## src/rtl/sfp_pkg.sv

```systemverilog
package sfp_pkg;

    localparam int F32_W      = 32;
    localparam int F32_EXP_W  = 8;
    localparam int F32_MANT_W = 23;
    localparam int F32_BIAS   = 127;
    localparam int NUM_CHAN   = 3;

    typedef struct packed {
        logic                  sign;
        logic [F32_EXP_W-1:0]  expo;
        logic [F32_MANT_W-1:0] mant;
    } f32_fields_t;

    typedef enum logic [2:0] {
        SFC_ZERO    = 3'd0,
        SFC_NEG_FIN = 3'd1,
        SFC_POS_FIN = 3'd2,
        SFC_POS_INF = 3'd3,
        SFC_NEG_INF = 3'd4,
        SFC_NAN     = 3'd5
    } sf_class_e;

    function automatic int chan_mant_w(input int idx, input int r_mw, input int g_mw, input int b_mw);
        case (idx)
            0:       return r_mw;
            1:       return g_mw;
            default: return b_mw;
        endcase
    endfunction

    function automatic int chan_lsb(input int idx, input int r_mw, input int g_mw, input int b_mw,
                                    input int ew);
        case (idx)
            0:       return 0;
            1:       return r_mw + ew;
            default: return r_mw + g_mw + 2 * ew;
        endcase
    endfunction

endpackage

```

## src/rtl/sfp_classifier.sv

```systemverilog
module sfp_classifier
    import sfp_pkg::*;
(
    input  logic [F32_W-1:0] f_in,
    output f32_fields_t      fields,
    output sf_class_e        cls
);
    localparam logic [F32_EXP_W-1:0] EXP_ONES = '1;

    always_comb begin
        fields = f32_fields_t'(f_in);
        if (fields.expo == EXP_ONES) begin
            if (fields.mant != '0)
                cls = SFC_NAN;
            else if (fields.sign)
                cls = SFC_NEG_INF;
            else
                cls = SFC_POS_INF;
        end else if (fields.sign) begin
            cls = SFC_NEG_FIN;
        end else if (fields.expo == '0) begin
            cls = SFC_ZERO;
        end else begin
            cls = SFC_POS_FIN;
        end
    end
endmodule

```

## src/rtl/sfp_channel_enc.sv

```systemverilog
module sfp_channel_enc
    import sfp_pkg::*;
#(
    parameter int MANT_W = 6,
    parameter int EXP_W  = 5
) (
    input  logic [F32_W-1:0]        f_in,
    output logic [MANT_W+EXP_W-1:0] code
);
    localparam int CODE_W   = MANT_W + EXP_W;
    localparam int SF_BIAS  = (1 << (EXP_W - 1)) - 1;
    localparam int REBIAS   = F32_BIAS - SF_BIAS;
    localparam int EXP_MAX  = (1 << EXP_W) - 1;
    localparam int NORM_TOP = REBIAS + EXP_MAX - 1;
    localparam int DEN_BASE = REBIAS + 1 + (F32_MANT_W - MANT_W);

    localparam logic [CODE_W-1:0] INF_CODE = CODE_W'(EXP_MAX << MANT_W);
    localparam logic [CODE_W-1:0] NAN_CODE = CODE_W'((EXP_MAX << MANT_W) | (1 << (MANT_W - 1)));
    localparam logic [CODE_W-1:0] MAX_CODE = CODE_W'(((EXP_MAX - 1) << MANT_W) | ((1 << MANT_W) - 1));

    f32_fields_t fld;
    sf_class_e   cls;

    sfp_classifier u_cls (
        .f_in   (f_in),
        .fields (fld),
        .cls    (cls)
    );

    logic [F32_EXP_W-1:0]  exp_rb;
    logic [F32_EXP_W-1:0]  den_sh;
    logic [F32_MANT_W:0]   den_val;
    logic [CODE_W-1:0]     fin_code;

    // Finite positive path: saturate, re-bias or denormalise.
    always_comb begin
        exp_rb  = fld.expo - F32_EXP_W'(REBIAS);
        den_sh  = F32_EXP_W'(DEN_BASE) - fld.expo;
        den_val = {1'b1, fld.mant} >> den_sh;
        if (fld.expo > F32_EXP_W'(NORM_TOP))
            fin_code = MAX_CODE;
        else if (fld.expo > F32_EXP_W'(REBIAS))
            fin_code = {exp_rb[EXP_W-1:0], fld.mant[F32_MANT_W-1 -: MANT_W]};
        else
            fin_code = {{EXP_W{1'b0}}, den_val[MANT_W-1:0]};
    end

    always_comb begin
        case (cls)
            SFC_NAN:     code = NAN_CODE;
            SFC_POS_INF: code = INF_CODE;
            SFC_POS_FIN: code = fin_code;
            default:     code = '0;
        endcase
    end
endmodule

```

## src/rtl/sfp_out_stage.sv

```systemverilog
module sfp_out_stage
    import sfp_pkg::*;
(
    input  logic             clk,
    input  logic             rst,
    input  logic             take,
    input  logic [F32_W-1:0] word_d,
    output logic             vld_q,
    output logic [F32_W-1:0] word_q
);
    always_ff @(posedge clk) begin
        if (rst) begin
            vld_q  <= 1'b0;
            word_q <= '0;
        end else begin
            vld_q <= take;
            if (take)
                word_q <= word_d;
        end
    end
endmodule

```

## src/rtl/tri_smallfloat_packer.sv

```systemverilog
module tri_smallfloat_packer
    import sfp_pkg::*;
#(
    parameter int R_MANT_W = 6,
    parameter int G_MANT_W = 6,
    parameter int B_MANT_W = 5,
    parameter int SF_EXP_W = 5
) (
    input  logic        clk,
    input  logic        rst,
    input  logic        in_valid,
    input  logic [31:0] in_red,
    input  logic [31:0] in_green,
    input  logic [31:0] in_blue,
    output logic        out_valid,
    output logic [31:0] out_word
);
    logic [F32_W-1:0] chan_in [NUM_CHAN];
    logic [F32_W-1:0] placed  [NUM_CHAN];
    logic [F32_W-1:0] packed_word;

    assign chan_in[0] = in_red;
    assign chan_in[1] = in_green;
    assign chan_in[2] = in_blue;

    for (genvar i = 0; i < NUM_CHAN; i++) begin : g_chan
        localparam int MW  = chan_mant_w(i, R_MANT_W, G_MANT_W, B_MANT_W);
        localparam int LSB = chan_lsb(i, R_MANT_W, G_MANT_W, B_MANT_W, SF_EXP_W);
        localparam int CW  = MW + SF_EXP_W;

        logic [CW-1:0] code;

        sfp_channel_enc #(
            .MANT_W (MW),
            .EXP_W  (SF_EXP_W)
        ) u_enc (
            .f_in (chan_in[i]),
            .code (code)
        );

        assign placed[i] = F32_W'(code) << LSB;
    end

    always_comb begin
        packed_word = '0;
        for (int i = 0; i < NUM_CHAN; i++)
            packed_word = packed_word | placed[i];
    end

    sfp_out_stage u_out (
        .clk    (clk),
        .rst    (rst),
        .take   (in_valid),
        .word_d (packed_word),
        .vld_q  (out_valid),
        .word_q (out_word)
    );
endmodule

```

## config.mk

```make
export PLATFORM = sky130hd
export DESIGN_NAME = tri_smallfloat_packer
export DESIGN_NICKNAME = d
export VERILOG_FILES = /design/src/rtl/sfp_pkg.sv /design/src/rtl/sfp_classifier.sv /design/src/rtl/sfp_channel_enc.sv /design/src/rtl/sfp_out_stage.sv /design/src/rtl/tri_smallfloat_packer.sv
export SDC_FILE = /design/constraint.sdc
export NUM_CORES = 1
export LEC_CHECK = 0
export BUFFER_PORTS_ARGS = -buffer_cell sky130_fd_sc_hd__buf_2
export CELL_PAD_IN_SITES_DETAIL_PLACEMENT = 0
export CELL_PAD_IN_SITES_GLOBAL_PLACEMENT = 1
export CORE_AREA = 2 2 121 123
export CTS_CLUSTER_SIZE = 14
export DETAILED_ROUTE_END_ITERATION = 7
export DIE_AREA = 0 0 123 125
export PLACE_DENSITY = 0.95
export SKIP_LAST_GASP = 1
export SLEW_MARGIN = 10
export SYNTH_ARGS = -nofsm -noshare
export SYNTH_HDL_FRONTEND = slang
export SYNTH_HIERARCHICAL = 1
export SYNTH_SLANG_ARGS = --single-unit
```

## constraint.sdc

```tcl
create_clock -name clk -period 8.1 [get_ports clk]
set_input_delay 1.215 -clock clk [delete_from_list [all_inputs] [get_ports clk]]
set_output_delay 1.215 -clock clk [all_outputs]
set_load 0.005 [all_outputs]
```

### Word-level counts from Yosys, hierarchy flattened

Cells that the tools add are included.
W data, S select, Z words.

* add/subtract/negate cells: 6
* magnitude comparators: 6
* equal/unequal tests: 12
* shifts and indexed selects: 3
* multiplexer cells: 24
* bitwise gates (word level): 2
* reductions and logical operators: 6

Operators by type and width (number)
* $reduce_bool A23 Y1: 3
* $pmux W11 S3: 2
* $shr A24 B8 Y6: 2
* $mux W11: 4
* $or A32 B32 Y32: 1
* $pmux W10 S3: 1
* $mux W3: 9
* $eq A8 B8 Y1 const B: 3
* $gt A8 B7 Y1 const B: 3
* $gt A8 B8 Y1 const B: 3
* $logic_not A8 Y1: 3
* $shr A24 B8 Y5: 1
* $sub A8 B8 Y8 const A: 3
* $or A11 B22 Y22: 1
* $mux W10: 2
* $eq A3 B2 Y1 const B: 6
* $sub A5 B5 Y5 const B: 3
* $mux W2: 6
* $eq A3 B3 Y1 const B: 3

* register bits: 33
* input port bits: 99
* word-level logic and storage cells: 61

### Longest topological paths before layout

Gate-level depths: netlist of run 1.

* word-level depth: 8
* gate-level depth with buffers: 16

### Cells and area by module

Netlist of run 1, hierarchy kept.

By module, submodules not included
* sfp_channel_enc at g_chan[1].u_enc: times used 1, cells each 162, area an instance 1301.2 um2, seq. area each 0.0 um2
* sfp_channel_enc at g_chan[0].u_enc: times used 1, cells each 150, area an instance 1288.7 um2, seq. area each 0.0 um2
* sfp_channel_enc at g_chan[2].u_enc: times used 1, cells each 158, area an instance 1246.2 um2, seq. area each 0.0 um2
* sfp_out_stage: times used 1, cells each 106, area an instance 1202.4 um2, seq. area each 660.6 um2
* sfp_classifier: times used 3, cells each 50, area an instance 385.4 um2, seq. area each 0.0 um2

### Worst setup path before layout of run 1

No wires, ideal clock.

* path type: input -> register
* start point: in in_green[23]
* end point: reg u_out.word_q[14]
* arrival: 3.745 ns
* required time: 7.983 ns
* setup slack: 4.238 ns
* stages on the path: 15
* buffers on the path: 6
* cell sequence: buf_4 > buf_4 > buf_2 > inv_2 > ha_1 > buf_2 > buf_2 > buf_2 > mux4_2 > o21ai_0 > nand4_1 > a32oi_1 > o22ai_1 > mux2i_1 > nor2_1

* cells in the longest elaborated chain, start to end: 8
* elaborated cells on any way between the ends: 17

Ends and longest elaborated chain
* from (decl): RTL line tri_smallfloat_packer.sv:13 `input logic [31:0] in_green,`
* parallel branches: the longest is 5 deep, another holds $sub A8 B8 Y8
* $pmux W11 S3 *: RTL line sfp_channel_enc.sv:49 `case (cls)`
* net g_chan[1].code[3]: RTL line tri_smallfloat_packer.sv:31 `logic [CW-1:0] code;`
* $or A11 B22 Y22 *: RTL line tri_smallfloat_packer.sv:47 `packed_word = packed_word | placed[i];`
* $or A32 B32 Y32 *: RTL line tri_smallfloat_packer.sv:47
* to (signal assigned): RTL line sfp_out_stage.sv:18 `word_q <= word_d;`
* to (decl): RTL line sfp_out_stage.sv:9 `output logic [F32_W-1:0] word_q`

Mark *: on every way through the listed nets, which the timed path passes.
A chain may end at the register's enable or synchronous reset.

### Final worst setup path of run 1

* start point: in in_green[23]
* end point: reg u_out.word_q[15]

The elaborated chain is that of the path after synthesis.

==> parameters.txt, run 1 <==
Parameter                              Value

STA
  Fraction of the cycle the final worst path needs    0.545
  Min Hold Slack    490 ps
  Final Hold Fails    0
  Setup tns final    0 ps
  Worst-Margin Slew    1100 ps
  Maximum clock skew at final layout    0 ps
  Unrepaired setup endpoints after global routing    no
  Period minus WS final    4420 ps
  Number of endpoints failing setup at the final stage    0
  Slew Viols, Final    0
  Max-slew headroom at the worst pin    0.267
  Peak clock frequency supported by timing    0.226 GHz

Placed design
  RD Place Congestion    0.922
  Detailed placer's ending HPWL    11900 um
  Count of buffers inserted at the top-level ports    131

Floorplanning
  Number of rows created at floorplan    44
  Horizontal extent of the die    123 um
  Number of top-level pins    132
  Effective utilization at floorplan    0.435
  Die H    125 um
  Placeable core region    14200 um^2
  Die outline area    15400 um^2

Clocking
  Number of gates resized after cts    0
  Hold buffer count at CTS    0
  CTS clock-pin slew for the worst setup and hold paths    60 ps
  Buffers inserted by post-CTS timing repair    0
  CTS tree    yes
  Total clock buffers created by CTS    5
  Total number of H-tree levels    2
  Clock Sinks    33
  Root Buffer Master    clkbuf_16
  Clk buf depth    2
  Later-pin clock latency in the skew report    280 ps

Setup path
  Depth of the worst register-to-register path    2
  Crit path max fanout    32
  Launch point of the worst reg-to-reg path    u_out/word_q[11]
  Worst Setup End Kind    flop
  Crit path arrival time    4560 ps
  Setup slack on the worst flop-to-flop path    7450 ps
  Critical path type    input port to flop
  Kind of launch point of the worst setup path    input port
  Required time at the endpoint of the critical path    8240 ps
  Worst R2R End    u_out/word_q[11]

Finish
  Most common cell after layout, fill and taps aside    buf_2
  Number of nets in the final layout    830
  Number of fill cells in the layout    1423
  Most used cells in the layout excluding fill and tap cells    buf_2, nor2_1, mux2i_1
  Share of final-layout standard cells stronger than drive strength 1    0.308
  Area growth from synthesis to layout    0.709%

Detailed routing
  Count of vias placed by the detailed router    5598
  DRC violations left    0
  Total wire length    15900 um
  Pre-antenna DRT Iters    5
  Count of routing violations after the opening detailed-route iteration    580
  Count of antenna-violating nets left after detailed routing    0
  Avg Vias per Cell    6.15
  Post-DR wirelength/cell    17.4 um

Yosys
  Post-synthesis cell area    6170 um^2
  Syn_nets    828
  Yosys Warn Count    6
  Synthesized instance count    723
  Average instance area after synthesis    8.54 um^2

Worst hold path
  Startpoint of the tightest hold check path    u_out/word_q[29]
  Worst hold path cell count    2
  WHS Endpoint    u_out/word_q[29]
  Classification of the worst-slack hold path    flop to flop

Global routing
  Combined global-route utilization of all metal layers    0.203
  Maximum number of pins on one net before global-route repair    37
  Aggregate global routing overflow    0
  Number of global-route vias before repair    5151
  Antenna violations before repair    1
  Wire length of the first global-routing pass    26100 um

Pwr
  Lkg Pwr    2.48 nW
  Areal power density over the cells    109 nW/um^2
  IR drop worst, VDD    60.9 uV

Outcome
  Result of the run    finished, final reports clean

Flow run
  Maximum Capacitance Violations    0
## per-stage QoR
stage / util / instances / instance area, um^2 / power [mW] / setup WS (ps)
final: 0.438 / 910 / 6220 / 0.680 / 3680
after global routing: 0.437 / 909 / 6210 / 0.722 / 3360
after CTS: 0.437 / 909 / 6210 / 0.683 / 3720
after detailed placement: 0.427 / 902 / 6070 / 0.488 / 3400
after global placement: 0.427 / 902 / 6070 / 0.483 / 3520
after floorplan: - / 723 / 6170 / 0.441 / 4240
## power by group
group / switching [mW] / total, mW / internal, mW / leakage, nW
sequential: 0.00369 / 0.173 / 0.169 / 0.269
combinational: 0.176 / 0.316 / 0.140 / 2.14
clock: 0.0701 / 0.190 / 0.120 / 0.0690
## worst max-delay path, stage by stage
cell     delay [ps]
buf_2           550
inv_2           220
ha_1           1090
mux4_2          450
mux2_2          280
o21ai_0         230
a31oi_1          80
nor2_1          140
o22ai_1          90
mux2i_1         150
nor2_1           50
## flip-flops by register name (all words and copies together), names as in the netlist
signal,flops
u_out/vld_q,1
u_out/word_q,32
## layer usage
layer	vias up	routed length, um	track usage	share of wire
li1	2657	-	-	-
met1	2640	7090	0.292	0.45
met2	275	7370	0.320	0.46
met3	26	1090	0.0214	0.068
met4	0	333	0.0595	0.021
met5	-	0	0	0
## area by class of cell
class                   count  area [um^2]  area share
repair buffers            131          656       0.105
diodes                      1         2.50    0.000403
clock buffers               6          139      0.0223
clock inverters             1         7.51     0.00121
multi-input cells         545         4490       0.722
flip-flops and latches     33          661       0.106
well taps                 184          230      0.0370
inverters                   9         33.8     0.00543
## worst max path at each step
stage	from	end	slack (ps)	depth (start not counted)
after detailed placement	in_green[23]	u_out/word_q[11]	3400	11
after floorplan	in_green[23]	u_out/word_q[14]	4240	15
after global placement	in_green[23]	u_out/word_q[15]	3520	11
after global routing	in_green[23]	u_out/word_q[11]	3360	11
final	in_green[23]	u_out/word_q[15]	3680	11
after CTS	in_green[23]	u_out/word_q[13]	3720	11
No activity file was read; power rests on OpenSTA's default activity.
==> run 2, diff against run 1 <==
--- a/config.mk
+++ b/config.mk
@@ -8,11 +8,11 @@
 export BUFFER_PORTS_ARGS = -buffer_cell sky130_fd_sc_hd__buf_2
 export CELL_PAD_IN_SITES_DETAIL_PLACEMENT = 0
 export CELL_PAD_IN_SITES_GLOBAL_PLACEMENT = 1
-export CORE_AREA = 2 2 121 123
+export CORE_AREA = 2 2 125 127
 export CTS_CLUSTER_SIZE = 14
 export DETAILED_ROUTE_END_ITERATION = 7
-export DIE_AREA = 0 0 123 125
-export PLACE_DENSITY = 0.95
+export DIE_AREA = 0 0 127 129
+export PLACE_DENSITY = 0.9
 export SKIP_LAST_GASP = 1
 export SLEW_MARGIN = 10
 export SYNTH_ARGS = -nofsm -noshare
==> constraint.sdc (replaced) <==
create_clock -name clk -period 4.5 [get_ports clk]
set_input_delay 0.675 -clock clk [delete_from_list [all_inputs] [get_ports clk]]
set_output_delay 0.675 -clock clk [all_outputs]
set_load 0.005 [all_outputs]
==> run 2 against run 1 <==
  * Critical path depth stayed put
  * Sequential cell count stayed put
  * Clock skew stayed put
  * First-iteration DRC count is 20% lower
  * Sequential power is 80% higher
  * Clock power is 78% higher
  * Cell count is 1.2% higher
  * Combinational power is 82% higher
  * Power is 80% higher
  * Cell area is 0.95% higher
  * Critical path type unchanged
  * Critical endpoint is now u_out/word_q[2]
==> parameters.txt, run 2 (same netlist as run 1, synthesis figures left out) <==
Parameter                              Value

Global routing
  Combined global-route utilization of all metal layers    0.190 (-0.0134)
  Aggregate global routing overflow    0 (unchanged)
  Antenna violations before repair    0 (-1)
  Number of global-route vias before repair    5131 (-0.39%)
  Maximum number of pins on one net before global-route repair    36 (-2.7%)
  Wire length of the first global-routing pass    26100 um (unchanged)

Finish
  Area growth from synthesis to layout    1.66%
  Registers with the most flip-flops    u_out/word_q: 32 flops, u_out/vld_q: 1 flops
  Largest register by flop count    u_out/word_q
  Number of nets in the final layout    838 (+0.96%)
  Most used cells in the layout excluding fill and tap cells    buf_2, nor2_1, mux2i_1
  Final std cells w/o fill    921 (+1.2%)
  Antenna Diode Count    0 (-1)
  Most common cell after layout, fill and taps aside    buf_2
  Post-route design area    6270 um^2 (+0.95%)
  Number of fill cells in the layout    1557 (+9.4%)
  Max FFs per register    32 (unchanged)
  Share of final-layout standard cells stronger than drive strength 1    0.314 (+0.00619)

STA
  Max-slew headroom at the worst pin    0.334 (+0.0676)
  Setup tns final    0 ps (unchanged)
  Maximum clock skew at final layout    0 ps (unchanged)
  Min Hold Slack    486 ps (-4.31 ps)
  Peak clock frequency supported by timing    0.314 GHz
  Slew Viols, Final    0 (unchanged)
  Unrepaired setup endpoints after global routing    no
  Number of endpoints failing setup at the final stage    0 (unchanged)
  Period minus WS final    3180 ps
  Fraction of the cycle the final worst path needs    0.707
  Final Hold Fails    0 (unchanged)
  Worst-Margin Slew    999 ps (-101 ps)

Setup path
  Required time at the endpoint of the critical path    4710 ps (-3530 ps)
  Critical path type    input port to flop
  Crit path max fanout    5 (-84%)
  Worst Setup End Kind    flop
  Kind of launch point of the worst setup path    input port
  Crit path arrival time    3390 ps (-1170 ps)

Detailed routing
  Pre-antenna DRT Iters    5 (unchanged)
  Avg Vias per Cell    6.08 (-1.1%)
  Count of routing violations after the opening detailed-route iteration    462 (-20%)
  DRC violations left    0 (unchanged)
  Count of antenna-violating nets left after detailed routing    0 (unchanged)
  Total wire length    15900 um (-0.14%)
  Count of vias placed by the detailed router    5603 (+0.089%)
  Post-DR wirelength/cell    17.2 um (-1.3%)

Clocking
  Total clock buffers created by CTS    5 (unchanged)
  CTS clock-pin slew for the worst setup and hold paths    50 ps (about the same)
  CTS tree    yes
  Hold buffer count at CTS    0 (unchanged)
  Buffers inserted by post-CTS timing repair    0 (unchanged)
  Clock Sinks    33 (unchanged)
  Total number of H-tree levels    2 (unchanged)
  Later-pin clock latency in the skew report    280 ps (about the same)
  Root Buffer Master    clkbuf_16
  Clk buf depth    2 (unchanged)
  Number of gates resized after cts    0 (unchanged)

Floorplanning
  Die H    129 um (+3.2%)
  Number of rows created at floorplan    45 (+2.3%)
  Number of top-level pins    132 (unchanged)
  Effective utilization at floorplan    0.412 (-0.0224)
  Die outline area    16400 um^2 (+6.6%)
  Placeable core region    15000 um^2 (+5.4%)
  Horizontal extent of the die    127 um (+3.3%)

Pwr
  Areal power density over the cells    195 nW/um^2 (+78%)
  Relative contribution of sequential cells to total power    0.254 (about the same)
  Internal power consumption    0.780 mW (+81%)
  Sw frac    0.363 (-0.00445)
  IR drop worst, VDD    109 uV (+79%)
  Relative contribution of the clock network to total power    0.276 (-0.004)
  Combinational share of power    0.469 (+0.003)
  Total Power Consumption    1.22 mW (+80%)
  NetSw    0.445 mW (+78%)
  Lkg Pwr    2.52 nW (+1.6%)

Worst hold path
  Classification of the worst-slack hold path    flop to flop

Placed design
  Detailed placer's ending HPWL    12100 um (+1.6%)
  Cell count after placement    914 (+1.3%)
  RD Place Congestion    0.928 (+0.63%)
  Count of buffers inserted at the top-level ports    131 (unchanged)
  Cell area reported after detailed placement    6130 um^2 (+1.1%)

Outcome
  Result of the run    finished, final reports clean

Flow run
  Maximum Capacitance Violations    0 (unchanged)
-- run 2: critical path, stage by stage --
cell,delay [ps]
buf_2,130
nor4_1,410
and4_1,280
nand3_2,120
a221oi_2,380
nor3b_1,450
nor3b_2,310
nand3_1,180
o221ai_1,210
mux2i_1,100
nor2_1,140
-- run 2: power groups by stage --
stage                     sequential, mW  clock [mW]  combinational, mW
after floorplan                    0.317           0              0.476
after global placement             0.318           0              0.566
after detailed placement           0.318           0              0.569
after CTS                          0.311       0.352              0.571
after global routing               0.312       0.363              0.630
final                              0.311       0.338              0.575
-- run 2: worst paths after layout --
kind	to	slack, ps	startpoint	cells past startpoint
worst max-delay path	u_out/word_q[2]	1320	in_red[12]	11
worst min-delay path	u_out/word_q[15]	490	u_out/word_q[15]	2
worst max register to register	u_out/word_q[3]	3820	u_out/word_q[3]	2
worst min register to register	u_out/word_q[15]	490	u_out/word_q[15]	2
-- run 2: cell type report --
class | count | area, um^2 | area share
timing repair buffer | 139 | 716 | 0.114
inverter | 9 | 33.8 | 0.00538
clock buffer | 7 | 143 | 0.0227
tap | 188 | 235 | 0.0375
multi-input combinational | 545 | 4490 | 0.715
sequential | 33 | 661 | 0.105
-- run 2: metal layers --
metal | vias to the layer above | part of all wire | routed length [um] | global-route usage
met3 | 6 | 0.060 | 959 | 0.0195
met2 | 224 | 0.47 | 7460 | 0.312
met5 | - | 0 | 0 | 0
met4 | 0 | 0.0030 | 47 | 0.0297
li1 | 2667 | - | - | -
met1 | 2706 | 0.47 | 7380 | 0.275
-- run 2: metrics by stage --
stage	utilization	worst slack (ps)
after global routing	0.419	1040
after global placement	0.409	1160
after CTS	0.419	1370
final	0.419	1320
after detailed placement	0.409	1070
after floorplan	-	1180
